**src/rtl/cuckoo_pkg.sv**
```systemverilog
package cuckoo_pkg;
  localparam int TAG_W  = 8;
  localparam int FPTR_W = 6;
  localparam int DOM_W  = 2;

  typedef struct packed {
    logic              valid;
    logic [DOM_W-1:0]  dom;
    logic              dirty;
    logic [FPTR_W-1:0] fptr;
    logic [TAG_W-1:0]  tag;
  } entry_t;

  localparam int ENTRY_W = $bits(entry_t);

  typedef enum logic [2:0] {
    ST_IDLE, ST_PICK, ST_HASH, ST_CHECK, ST_MOVE, ST_DONE, ST_FAIL
  } state_t;

  typedef struct packed {
    logic beginEp;
    logic pickCand;
    logic takeAlt;
    logic rdAlt;
    logic takeFree;
    logic wrMove;
    logic wrClear;
    logic okPulse;
    logic failPulse;
  } strobe_t;
endpackage

```
**src/rtl/cuckoo_reloc_ctrl.sv**
```systemverilog
module cuckoo_reloc_ctrl
  import cuckoo_pkg::*;
(
  input  logic    clk,
  input  logic    rst_n,
  input  logic    start,
  input  logic    full0,
  input  logic    full1,
  input  logic    hashAck,
  input  logic    altFree,
  input  logic    lastTry,
  output strobe_t stb,
  output logic    busy,
  output logic    hashReq
);
  state_t state, nxt;

  always_ff @(posedge clk or negedge rst_n) begin
    if (!rst_n) state <= ST_IDLE;
    else        state <= nxt;
  end

  always_comb begin
    nxt = state;
    stb = '0;
    unique case (state)
      ST_IDLE:  if (start && full0 && full1) begin
                  stb.beginEp = 1'b1;
                  nxt = ST_PICK;
                end
      ST_PICK:  begin
                  stb.pickCand = 1'b1;
                  nxt = ST_HASH;
                end
      ST_HASH:  if (hashAck) begin
                  stb.takeAlt = 1'b1;
                  nxt = ST_CHECK;
                end
      ST_CHECK: begin
                  stb.rdAlt = 1'b1;
                  if (altFree) begin
                    stb.takeFree = 1'b1;
                    nxt = ST_MOVE;
                  end else if (lastTry) nxt = ST_FAIL;
                  else                  nxt = ST_PICK;
                end
      ST_MOVE:  begin
                  stb.wrMove = 1'b1;
                  nxt = ST_DONE;
                end
      ST_DONE:  begin
                  stb.wrClear = 1'b1;
                  stb.okPulse = 1'b1;
                  nxt = ST_IDLE;
                end
      ST_FAIL:  begin
                  stb.failPulse = 1'b1;
                  nxt = ST_IDLE;
                end
      default:  nxt = ST_IDLE;
    endcase
  end

  assign busy    = (state != ST_IDLE);
  assign hashReq = (state == ST_HASH);
endmodule

```
**src/rtl/cuckoo_reloc_dp.sv**
```systemverilog
module cuckoo_reloc_dp
  import cuckoo_pkg::*;
#(
  parameter int SETS      = 8,
  parameter int WAYS      = 4,
  parameter int MAX_TRIES = 3,
  parameter int CNT_W     = 16,
  parameter logic [15:0] SEED = 16'hACE1,
  localparam int SET_W  = $clog2(SETS),
  localparam int WAY_W  = $clog2(WAYS)
)(
  input  logic              clk,
  input  logic              rst_n,
  input  strobe_t           stb,
  input  logic [SET_W-1:0]  setIdx0,
  input  logic [SET_W-1:0]  setIdx1,
  input  entry_t            tsRdEntry,
  input  logic [WAYS-1:0]   tsRdValid,
  input  logic [SET_W-1:0]  hashIdx,
  output logic              tsRdSkew,
  output logic [SET_W-1:0]  tsRdSet,
  output logic [WAY_W-1:0]  tsRdWay,
  output logic              tsWrSkew,
  output logic [SET_W-1:0]  tsWrSet,
  output logic [WAY_W-1:0]  tsWrWay,
  output entry_t            tsWrEntry,
  output logic              hashSkew,
  output logic [TAG_W-1:0]  hashTag,
  output logic [DOM_W-1:0]  hashDom,
  output logic              freeSkew,
  output logic [SET_W-1:0]  freeSet,
  output logic [WAY_W-1:0]  freeWay,
  output logic              altFree,
  output logic              lastTry,
  output logic [CNT_W-1:0]  relocCount,
  output logic [CNT_W-1:0]  failCount
);
  localparam int CODE_W = WAY_W + 1;
  localparam int SLOTS  = 2 * WAYS;
  localparam int TRY_W  = $clog2(MAX_TRIES + 1);

  logic [1:0][SET_W-1:0] idxReg;
  logic                  candSkew;
  logic [WAY_W-1:0]      candWay;
  entry_t                candEntry;
  logic [SET_W-1:0]      altIdx;
  logic [WAY_W-1:0]      altWay;
  logic [SLOTS-1:0]      tried;
  logic [TRY_W-1:0]      tries;
  logic [15:0]           lfsr;
  logic [CODE_W-1:0]     startCode, probe, pickCode;
  logic [WAY_W-1:0]      firstFree;

  // random start point, then first untried slot scanning upward (wraps)
  assign startCode = lfsr[CODE_W-1:0];
  always_comb begin
    pickCode = startCode;
    probe    = startCode;
    for (int k = SLOTS - 1; k >= 0; k--) begin
      probe = startCode + CODE_W'(k);
      if (!tried[probe]) pickCode = probe;
    end
  end

  always_comb begin
    firstFree = '0;
    for (int w = WAYS - 1; w >= 0; w--)
      if (!tsRdValid[w]) firstFree = WAY_W'(w);
  end

  assign altFree = ~&tsRdValid;
  assign lastTry = (tries == TRY_W'(MAX_TRIES));

  assign tsRdSkew = stb.rdAlt ? ~candSkew : pickCode[CODE_W-1];
  assign tsRdSet  = stb.rdAlt ? altIdx : idxReg[pickCode[CODE_W-1]];
  assign tsRdWay  = stb.rdAlt ? '0 : pickCode[WAY_W-1:0];

  always_comb begin
    tsWrSkew  = candSkew;
    tsWrSet   = idxReg[candSkew];
    tsWrWay   = candWay;
    tsWrEntry = '0;
    if (stb.wrMove) begin
      tsWrSkew        = ~candSkew;
      tsWrSet         = altIdx;
      tsWrWay         = altWay;
      tsWrEntry       = candEntry;
      tsWrEntry.valid = 1'b1;
    end
  end

  assign hashSkew = ~candSkew;
  assign hashTag  = candEntry.tag;
  assign hashDom  = candEntry.dom;
  assign freeSkew = candSkew;
  assign freeSet  = idxReg[candSkew];
  assign freeWay  = candWay;

  always_ff @(posedge clk or negedge rst_n) begin
    if (!rst_n) begin
      idxReg     <= '0;
      candSkew   <= 1'b0;
      candWay    <= '0;
      candEntry  <= '0;
      altIdx     <= '0;
      altWay     <= '0;
      tried      <= '0;
      tries      <= '0;
      lfsr       <= SEED;
      relocCount <= '0;
      failCount  <= '0;
    end else begin
      lfsr <= {1'b0, lfsr[15:1]} ^ (lfsr[0] ? 16'hB400 : 16'h0000);
      if (stb.beginEp) begin
        idxReg[0] <= setIdx0;
        idxReg[1] <= setIdx1;
        tried     <= '0;
        tries     <= '0;
      end
      if (stb.pickCand) begin
        candSkew        <= pickCode[CODE_W-1];
        candWay         <= pickCode[WAY_W-1:0];
        candEntry       <= tsRdEntry;
        tried[pickCode] <= 1'b1;
        tries           <= tries + TRY_W'(1);
      end
      if (stb.takeAlt)   altIdx     <= hashIdx;
      if (stb.takeFree)  altWay     <= firstFree;
      if (stb.okPulse)   relocCount <= relocCount + CNT_W'(1);
      if (stb.failPulse) failCount  <= failCount + CNT_W'(1);
    end
  end
endmodule

```
**src/rtl/cuckoo_reloc.sv**
```systemverilog
module cuckoo_reloc
  import cuckoo_pkg::*;
#(
  parameter int SETS      = 8,
  parameter int WAYS      = 4,
  parameter int MAX_TRIES = 3,
  parameter int CNT_W     = 16,
  parameter logic [15:0] SEED = 16'hACE1,
  localparam int SET_W = $clog2(SETS),
  localparam int WAY_W = $clog2(WAYS)
)(
  input  logic               clk,
  input  logic               rst_n,
  input  logic               start,
  input  logic               full0,
  input  logic               full1,
  input  logic [SET_W-1:0]   setIdx0,
  input  logic [SET_W-1:0]   setIdx1,
  output logic               busy,
  output logic               tsRdReq,
  output logic               tsRdSkew,
  output logic [SET_W-1:0]   tsRdSet,
  output logic [WAY_W-1:0]   tsRdWay,
  input  logic [ENTRY_W-1:0] tsRdEntry,
  input  logic [WAYS-1:0]    tsRdValid,
  output logic               tsWr,
  output logic               tsWrSkew,
  output logic [SET_W-1:0]   tsWrSet,
  output logic [WAY_W-1:0]   tsWrWay,
  output logic [ENTRY_W-1:0] tsWrEntry,
  output logic               hashReq,
  output logic               hashSkew,
  output logic [TAG_W-1:0]   hashTag,
  output logic [DOM_W-1:0]   hashDom,
  input  logic               hashAck,
  input  logic [SET_W-1:0]   hashIdx,
  output logic               relocOk,
  output logic               relocFail,
  output logic               freeSkew,
  output logic [SET_W-1:0]   freeSet,
  output logic [WAY_W-1:0]   freeWay,
  output logic [CNT_W-1:0]   relocCount,
  output logic [CNT_W-1:0]   failCount
);
  strobe_t stb;
  logic    altFree, lastTry;
  entry_t  wrEntry;

  cuckoo_reloc_ctrl u_ctrl (
    .clk(clk), .rst_n(rst_n), .start(start), .full0(full0), .full1(full1),
    .hashAck(hashAck), .altFree(altFree), .lastTry(lastTry),
    .stb(stb), .busy(busy), .hashReq(hashReq)
  );

  cuckoo_reloc_dp #(
    .SETS(SETS), .WAYS(WAYS), .MAX_TRIES(MAX_TRIES), .CNT_W(CNT_W), .SEED(SEED)
  ) u_dp (
    .clk(clk), .rst_n(rst_n), .stb(stb), .setIdx0(setIdx0), .setIdx1(setIdx1),
    .tsRdEntry(entry_t'(tsRdEntry)), .tsRdValid(tsRdValid), .hashIdx(hashIdx),
    .tsRdSkew(tsRdSkew), .tsRdSet(tsRdSet), .tsRdWay(tsRdWay),
    .tsWrSkew(tsWrSkew), .tsWrSet(tsWrSet), .tsWrWay(tsWrWay), .tsWrEntry(wrEntry),
    .hashSkew(hashSkew), .hashTag(hashTag), .hashDom(hashDom),
    .freeSkew(freeSkew), .freeSet(freeSet), .freeWay(freeWay),
    .altFree(altFree), .lastTry(lastTry),
    .relocCount(relocCount), .failCount(failCount)
  );

  assign tsWrEntry = wrEntry;
  assign tsRdReq   = stb.pickCand | stb.rdAlt;
  assign tsWr      = stb.wrMove | stb.wrClear;
  assign relocOk   = stb.okPulse;
  assign relocFail = stb.failPulse;
endmodule

```
**config.mk**
```make
export PLATFORM = sky130hd
export DESIGN_NAME = cuckoo_reloc
export DESIGN_NICKNAME = d
export VERILOG_FILES = /design/src/rtl/cuckoo_pkg.sv /design/src/rtl/cuckoo_reloc_ctrl.sv /design/src/rtl/cuckoo_reloc_dp.sv /design/src/rtl/cuckoo_reloc.sv
export SDC_FILE = /design/constraint.sdc
export NUM_CORES = 1
export LEC_CHECK = 0
export BUFFER_PORTS_ARGS = -buffer_cell sky130_fd_sc_hd__buf_4
export CAP_MARGIN = 10
export CORE_AREA = 5 5 85 119
export CTS_CLUSTER_DIAMETER = 200
export DETAILED_ROUTE_END_ITERATION = 6
export DIE_AREA = 0 0 90 124
export GPL_ROUTABILITY_DRIVEN = 0
export PLACE_DENSITY = 0.94
export SETUP_SLACK_MARGIN = 0.3
export SYNTH_ARGS = -nofsm -noshare
export SYNTH_HDL_FRONTEND = slang
export SYNTH_HIERARCHICAL = 1
export SYNTH_SLANG_ARGS = --single-unit
```
**constraint.sdc**
```tcl
create_clock -name clk -period 5.1 [get_ports clk]
set_input_delay 0 -clock clk [delete_from_list [all_inputs] [get_ports clk]]
set_output_delay 0 -clock clk [all_outputs]
set_load 0.05 [all_outputs]
```
==> results.py, run 1 <==
metrics = {
    "status": {
        "status": "finished clean",
    },
    "critical_path": {
        "arrival_ps": 4420,
        "reg2reg_slack_ps": 930,
        "cp-start-kind": "flip-flop",
        "rr_worst_depth": 9,
        "critPathCaptureType": "primary output",
        "regToRegEndpoint": "u_dp/tried[7]$_DFF_PN0_",
        "cp.required_ps": 5100,
        "crit_type": "flip-flop to primary output",
        "cp_slowest_stage_delay_ps": 970,
        "critPathMaxFanout": 30,
        "critPathSlowestCell": "dfstp_2",
        "path_cells": "inv_2 > ha_1 > mux2_2 > mux2_2 > o21ai_1 > nor2_1 > a221o_1 > xnor2_1 > nor2_1 > buf_4",
        "worstReg2RegStart": "u_dp/lfsr[0]$_DFF_PN1_",
    },
    "route": {
        "vias": 4318,
        "drt.antenna.violating_nets": 0,
        "post_drt_via_cell_ratio": 6.258,
        "drtIter0Drc": 378,
        "drc": 0,
        "post_drt_wl_per_cell_um": 22.72,
        "finalWirelength_um": 15680,
        "dr.pass1.iters": 6,
    },
    "grt": {
        "grt_pass1_vias": 4520,
        "grt-ovfl-total": 0,
        "grt_use_total_pct": 26.97,
        "antenna_found_initial": 0,
        "grt_max_degree": 70,
        "grt_pass1_wl_um": 23870,
    },
    "synthesis": {
        "ys_ff_latch": 92,
        "synth_edf_count": 0,
        "synth_nets": 487,
        "synth_flop_cell": "dfrtp_1",
        "synth_area_per_cell_um2": 11.27,
        "async_flop_share_pct": 100.0,
        "synth_area_um2": 5016,
        "synth_warnings": 6,
        "seq_area_frac_synth_pct": 46.10,
        "syn_inst": 445,
        "synth_cell_type_count": 65,
    },
    "min_path": {
        "holdPathStages": 3,
        "hp-class": "input port to flip-flop",
        "worst_hold_path.endpoint": "u_ctrl/state[0]$_DFFE_PN0P_",
        "worstHoldStart": "full0",
    },
    "power": {
        "p_leak_nw": 2.998,
        "irDropWorstVdd_v": 0.0007467,
        "powerDensity_nw_per_um2": 620.7,
    },
    "clock_tree": {
        "clockRootBuffer": "clkbuf_16",
        "cts_hold_repair.buffers": 29,
        "cts.repair.resized": 0,
        "cts_setup_buffers": 0,
        "cts.sink_count": 92,
        "clkLatencyLatePin_ps": 340,
        "cts_tree": "yes",
        "numCtsBuffers": 9,
        "clockBufferDepth": 2,
        "clkTransAtPathRegs_ps": 70,
        "htree_levels": 3,
    },
    "sta": {
        "post-route-period-util_pct": 86.76,
        "rsz0062_at_grt": "false",
        "fin_skew_ps": 8.592,
        "hold_viol_final": 0,
        "period_minus_slack_ps": 4425,
        "setup_viol": 0,
        "fin_ws_ps": 675.3,
        "worstMarginPinSlew_ps": 1010,
        "finalSetupTns_ps": 0,
        "max_freq_mhz": 226.0,
        "max_slew_margin_pct": 32.66,
        "slew_viol_final": 0,
    },
    "floorplanning": {
        "die_w_um": 90,
        "coreArea_um2": 8875,
        "rows": 41,
        "dieArea_um2": 11160,
        "ioPinCount": 122,
        "die_y_um": 124,
        "start_util_pct": 56.52,
    },
    "cells_and_area": {
        "filler_cell_count": 496,
        "layout.nets": 620,
        "diodes": 0,
        "syn_to_final_growth_pct": 29.28,
        "final_layout_size_suffix_gt1_share_pct": 37.05,
        "post-route-util_pct": 73.07,
    },
    "place": {
        "dp_slack_ps": 1070,
        "numPortBuffers": 120,
        "post-dp-hpwl_um": 9388,
    },
    "flow_run": {
        "cap_violations": 0,
    },
}
==> sequential cells by signal, indices dropped and copies added, names as in the netlist <==
| name | flops |
|---|---|
| u_dp/failCount | 16 |
| u_dp/lfsr | 16 |
| u_dp/relocCount | 16 |
| u_dp/hashTag | 8 |
| u_dp/tried | 8 |
| u_dp/candEntry | 7 |
| u_dp/idxReg | 6 |
| u_ctrl/state | 3 |
| u_dp/altIdx | 3 |
| u_dp/altWay | 2 |
| u_dp/freeWay | 2 |
| u_dp/hashDom | 2 |
| u_dp/tries | 2 |
| u_dp/freeSkew | 1 |
==> stage by stage <==
| step | power, mW | cell area [µm²] | hold WS (ps) | instances |
|---|---|---|---|---|
| floorplan | 2.657 | 5016 | -295.6 | 445 |
| global placement | 3.110 | 5877 | -97.63 | 644 |
| detailed placement | 3.208 | 5877 | -86.24 | 644 |
| CTS | 3.941 | 6475 | 2.347 | 689 |
| global route | 4.160 | 6485 | 67.17 | 690 |
| finish | 4.025 | 6485 | 49.06 | 690 |
==> area by class of cell <==
cell class,count,area [µm²],share of cell area [%]
multi-input combinational,300,2425,37.39
tap,107,133.9,2.064
clock buffer,10,239.0,3.685
inverter,22,82.58,1.273
clock inverter,6,68.82,1.061
timing repair buffer,153,1224,18.87
sequential,92,2312,35.66
==> where the power goes <==
part	leakage, nW	switching (mW)	internal [mW]	total (mW)
sequential	1.17	0.265	0.929	1.19
combinational	1.68	1.39	0.740	2.13
clock	0.150	0.304	0.398	0.702
==> critical path, delay by kind of cell, from the launching register on <==
kind	cells	cell delay, ps
flops	1	970
mux	2	700
fa+ha+maj	1	680
compound gates	2	590
xor+xnor	1	550
buf+inv	2	420
simple gates	2	160
==> per-layer routing <==
layer / track usage, % / vias to the layer above / part of all wire (%)
met2: 48.76 / 298 / 53
met1: 30.01 / 2131 / 35
met4: 14.25 / 0 / 4.7
met3: 5.378 / 74 / 7.2
li1: - / 1815 / -
met5: 0 / - / 0
==> synth_stat cells, types with 3 or more instances <==
cell / number / area (µm²)
dfrtp_1: 84 / 2102
mux2_2: 41 / 461.7
nand2_1: 29 / 108.9
nor2_1: 29 / 108.9
xnor2_1: 24 / 210.2
and2_1: 21 / 131.4
inv_1: 21 / 78.83
buf_4: 15 / 112.6
mux2i_1: 14 / 140.1
xor2_1: 13 / 113.9
a21oi_1: 11 / 55.05
nand3_1: 10 / 50.05
nand4_1: 10 / 62.56
mux4_2: 9 / 202.7
dfstp_2: 8 / 210.2
o21ai_0: 8 / 40.04
clkbuf_1: 6 / 22.52
o21ai_1: 6 / 30.03
and3_1: 5 / 31.28
ha_1: 5 / 62.56
o32ai_1: 5 / 43.79
a32o_1: 4 / 40.04
buf_2: 4 / 20.02
buf_6: 3 / 33.78
nand2b_1: 3 / 18.77
nor2b_1: 3 / 18.77
nor3_1: 3 / 15.01
o21bai_1: 3 / 22.52
o22ai_1: 3 / 18.77
==> cell families (layout without fill, tap and decap cells) <==
group                    Yosys count  after routing  synth area share, %
AO/OA/AOI/OAI                     64             64                10.03
adder cells (fa/ha/maj)            5              5                1.247
flip-flops                        92             92                46.10
XOR/XNOR                          39             39                7.109
buffers and inverters             53            191                5.662
multiplexers                      67             67                17.11
AND/OR/NAND/NOR                  125            125                12.75
==> worst max-delay path by stage <==
| stage | from | endpoint | slack [ps] | cells past startpoint |
|---|---|---|---|---|
| 6_report | u_dp/lfsr[0]$_DFF_PN1_ | tsRdWay[0] | 680 | 10 |
| 5_1_grt | u_dp/lfsr[0]$_DFF_PN1_ | tsRdWay[0] | 420 | 11 |
| 4_1_cts | u_dp/lfsr[0]$_DFF_PN1_ | tsRdWay[0] | 740 | 10 |
| 3_5_place_dp | u_dp/lfsr[0]$_DFF_PN1_ | u_dp/tried[3]$_DFF_PN0_ | 1070 | 9 |
| 3_3_place_gp | u_dp/lfsr[0]$_DFF_PN1_ | u_dp/tried[3]$_DFF_PN0_ | 1210 | 9 |
| 2_1_floorplan | u_dp/lfsr[1]$_DFF_PN0_ | tsRdSet[0] | 1790 | 13 |
==> layout by cell type (no fill, tap or decap), types with 2 or more instances in the layout <==
cell	count
a211oi_1	2
nor3_1	3
nand3_1	10
xor2_1	13
nor2b_1	3
and2_1	21
mux2i_2	2
o22ai_1	3
and3b_2	2
or2_1	2
ha_1	5
inv_6	3
a31oi_1	2
dlygate4sd3_1	30
o21ai_0	8
o32ai_1	5
a21oi_1	11
nand2b_1	3
mux2_2	41
o21ai_1	6
and3_1	5
mux4_2	9
buf_4	123
nand4_1	10
o21bai_1	3
a221oi_2	2
inv_1	21
xnor2_2	2
dfstp_2	8
nor2_1	29
nand2_1	29
xnor2_1	24
a32o_1	4
mux2i_1	14
dfrtp_1	84
clkbuf_16	9
Power figures use the tool's default switching activity.
==> run 2, diff against run 1 <==
--- a/config.mk
+++ b/config.mk
@@ -12,6 +12,7 @@
 export DETAILED_ROUTE_END_ITERATION = 6
 export DIE_AREA = 0 0 90 124
 export GPL_ROUTABILITY_DRIVEN = 0
+export GPL_TIMING_DRIVEN = 0
 export PLACE_DENSITY = 0.94
 export SETUP_SLACK_MARGIN = 0.3
 export SYNTH_ARGS = -nofsm -noshare
==> run 2 against run 1 <==
Compared with the run above:
- clock power up 8.1%
- global-route usage grew 4.4 points
- core utilization is 2.7 points higher
- count of clock-buffer cells in the layout grew 1
- non-clock buffer count is 30 higher
- setup slack improved by 240 ps
- power up 5.2%
- critical path type unchanged
==> results.py, run 2 (synthesized netlist as in run 1, its figures left out) <==
metrics = {
    "sta": {
        "finalSetupTns_ps": 0,
        "fin_ws_ps": 913.7,
        "fin_skew_ps": 7.890,
        "slew_viol_final": 0,
        "max_freq_mhz": 238.9,
        "post-route-period-util_pct": 82.08,
        "max_slew_margin_pct": 51.47,
        "hold_slack_ps": 50.17,
        "worstMarginPinSlew_ps": 722.8,
        "period_minus_slack_ps": 4186,
        "rsz0062_at_grt": "false",
        "hold_viol_final": 0,
        "setup_viol": 0,
    },
    "place": {
        "numPortBuffers": 120,
        "post-dp-hpwl_um": 9780,
        "dp_slack_ps": 1447,
    },
    "route": {
        "finalWirelength_um": 18220,
        "wirelength_met1_um": 5972,
        "post_drt_wl_per_cell_um": 25.31,
        "drt.antenna.violating_nets": 0,
        "routed.top_layer": "met5",
        "drc": 0,
        "dr.pass1.iters": 5,
        "wl_met3_um": 1651,
        "wl_met2_um": 9408,
        "vias": 4751,
        "drtIter0Drc": 539,
        "post_drt_via_cell_ratio": 6.599,
    },
    "power": {
        "p_seq_share_pct": 28.1,
        "p_int_mw": 2.213,
        "irDropWorstVdd_v": 0.0007714,
        "p_switching_mw": 2.023,
        "clkPwrFrac_pct": 17.9,
        "powerDensity_nw_per_um2": 630.2,
        "comb_power_share_pct": 54.0,
        "p_leak_nw": 3.138,
        "netSwitchingFraction_pct": 47.75,
    },
    "floorplanning": {
        "die_y_um": 124,
        "ioPinCount": 122,
        "dieArea_um2": 11160,
        "rows": 41,
        "coreArea_um2": 8875,
        "die_w_um": 90,
        "start_util_pct": 56.52,
    },
    "critical_path": {
        "cp-start-kind": "flip-flop",
        "arrival_ps": 4190,
        "cp_slowest_stage_delay_ps": 610,
        "worstReg2RegStart": "u_dp/lfsr[1]$_DFF_PN0_",
        "critPathSlowestCell": "xnor2_1",
        "critPathCaptureType": "primary output",
        "critPathMaxFanout": 10,
        "crit_type": "flip-flop to primary output",
        "path_cells": "buf_2 > buf_4 > inv_1 > ha_1 > buf_2 > mux4_2 > mux2i_2 > o21bai_1 > a221o_1 > xnor2_1 > nor2_1 > buf_4",
        "reg2reg_slack_ps": 1120,
        "regToRegEndpoint": "u_dp/freeWay[0]$_DFFE_PN0P_",
        "worstPathBufferInverterCount": 5,
        "rr_worst_depth": 11,
        "cp_top_family": "buffers and inverters",
        "cp.required_ps": 5100,
    },
    "grt": {
        "grt-ovfl-total": 0,
        "grt_max_degree": 93,
        "grt_pass1_wl_um": 27330,
        "grt_use_total_pct": 31.36,
        "grt_pass1_vias": 4954,
        "antenna_found_initial": 1,
    },
    "status": {
        "status": "finished clean",
    },
    "cells_and_area": {
        "reg_top3": "u_dp/failCount: 16 flops, u_dp/lfsr: 16 flops, u_dp/relocCount: 16 flops",
        "layout_commonest_cell": "buf_4",
        "layout.nets": 650,
        "diodes": 0,
        "layout.cells.most_common_list": "buf_4 (135), dfrtp_1 (84), mux2_2 (41)",
        "final_layout_size_suffix_gt1_share_pct": 38.17,
        "syn_to_final_growth_pct": 34.00,
    },
    "clock_tree": {
        "htree_levels": 3,
        "numCtsBuffers": 9,
        "cts_setup_buffers": 0,
        "cts_tree": "yes",
        "clkTransAtPathRegs_ps": 70,
        "clockRootBuffer": "clkbuf_16",
        "clockBufferDepth": 2,
        "clkLatencyLatePin_ps": 340,
        "cts.sink_count": 92,
    },
    "flow_run": {
        "cap_violations": 0,
    },
    "min_path": {
        "hp-class": "input port to asynchronous set/reset pin",
    },
}
## run 2: cell count changes in the layout (fill, tap and decap cells not counted), moves of 2 or more
cell       before  now
bufinv_16       1    3
buf_1           0    2
buf_4         123  135
buf_6           0    3
buf_2           0    4
clkbuf_1        0    8
inv_6           3    0
## run 2: cell type report
cell class / instances / area [µm²]
multi-input combinational: 300 / 2420
sequential: 92 / 2312
fill: 431 / 2153
timing repair buffer: 152 / 1239
clock buffer: 11 / 232.7
buffer: 31 / 201.4
tap: 107 / 133.9
clock inverter: 5 / 100.1
inverter: 22 / 82.58
## run 2: worst register-to-register path, cell delays in order, from the launching register on
cell	delay [ps]
dfrtp_1	410
buf_2	260
buf_4	220
inv_1	100
ha_1	370
buf_2	300
mux4_2	450
mux2i_2	290
o21bai_1	140
a221o_1	390
xnor2_1	610
a21oi_1	260
## run 2: through the flow
stage                     std cells  cell area [µm²]  utilization [%]  power (mW)
after floorplan                 445             5016                -       2.657
after global placement          672             6051            68.18       3.199
after detailed placement        672             6051            68.18       3.294
after CTS                       719             6694            75.43       4.088
after global routing            720             6721            75.74       4.360
final                           720             6721            75.74       4.236
## run 2: power groups by stage
| stage | Combinational [mW] | Clock, mW | Sequential (mW) |
|---|---|---|---|
| floorplan | 1.45 | 0 | 1.20 |
| global placement | 2.08 | 0 | 1.12 |
| detailed placement | 2.15 | 0 | 1.14 |
| CTS | 2.19 | 0.756 | 1.14 |
| global route | 2.36 | 0.791 | 1.21 |
| finish | 2.29 | 0.759 | 1.19 |
## run 2: metal layers
layer,up-vias,global-route usage (%)
met1,2309,33.33
met2,431,56.46
met3,121,7.553
met4,2,18.72
met5,-,0
li1,1888,-
## run 2: repair_timing
item,4_1_cts,5_1_grt
resized for setup,0,0
endpoints found under the hold margin,113,0
hold buffers,31,0
## run 2: worst max path at each step
stage | start | endpoint | slack (ps) | cells past startpoint
floorplan | u_dp/lfsr[1]$_DFF_PN0_ | tsRdSet[0] | 1790 | 13
global placement | u_dp/lfsr[1]$_DFF_PN0_ | u_dp/tried[7]$_DFF_PN0_ | 1670 | 12
detailed placement | u_dp/lfsr[1]$_DFF_PN0_ | u_dp/tried[7]$_DFF_PN0_ | 1450 | 12
CTS | u_dp/lfsr[1]$_DFF_PN0_ | tsRdWay[0] | 1150 | 13
global route | u_dp/lfsr[1]$_DFF_PN0_ | tsRdWay[0] | 670 | 14
finish | u_dp/lfsr[1]$_DFF_PN0_ | tsRdWay[0] | 910 | 12
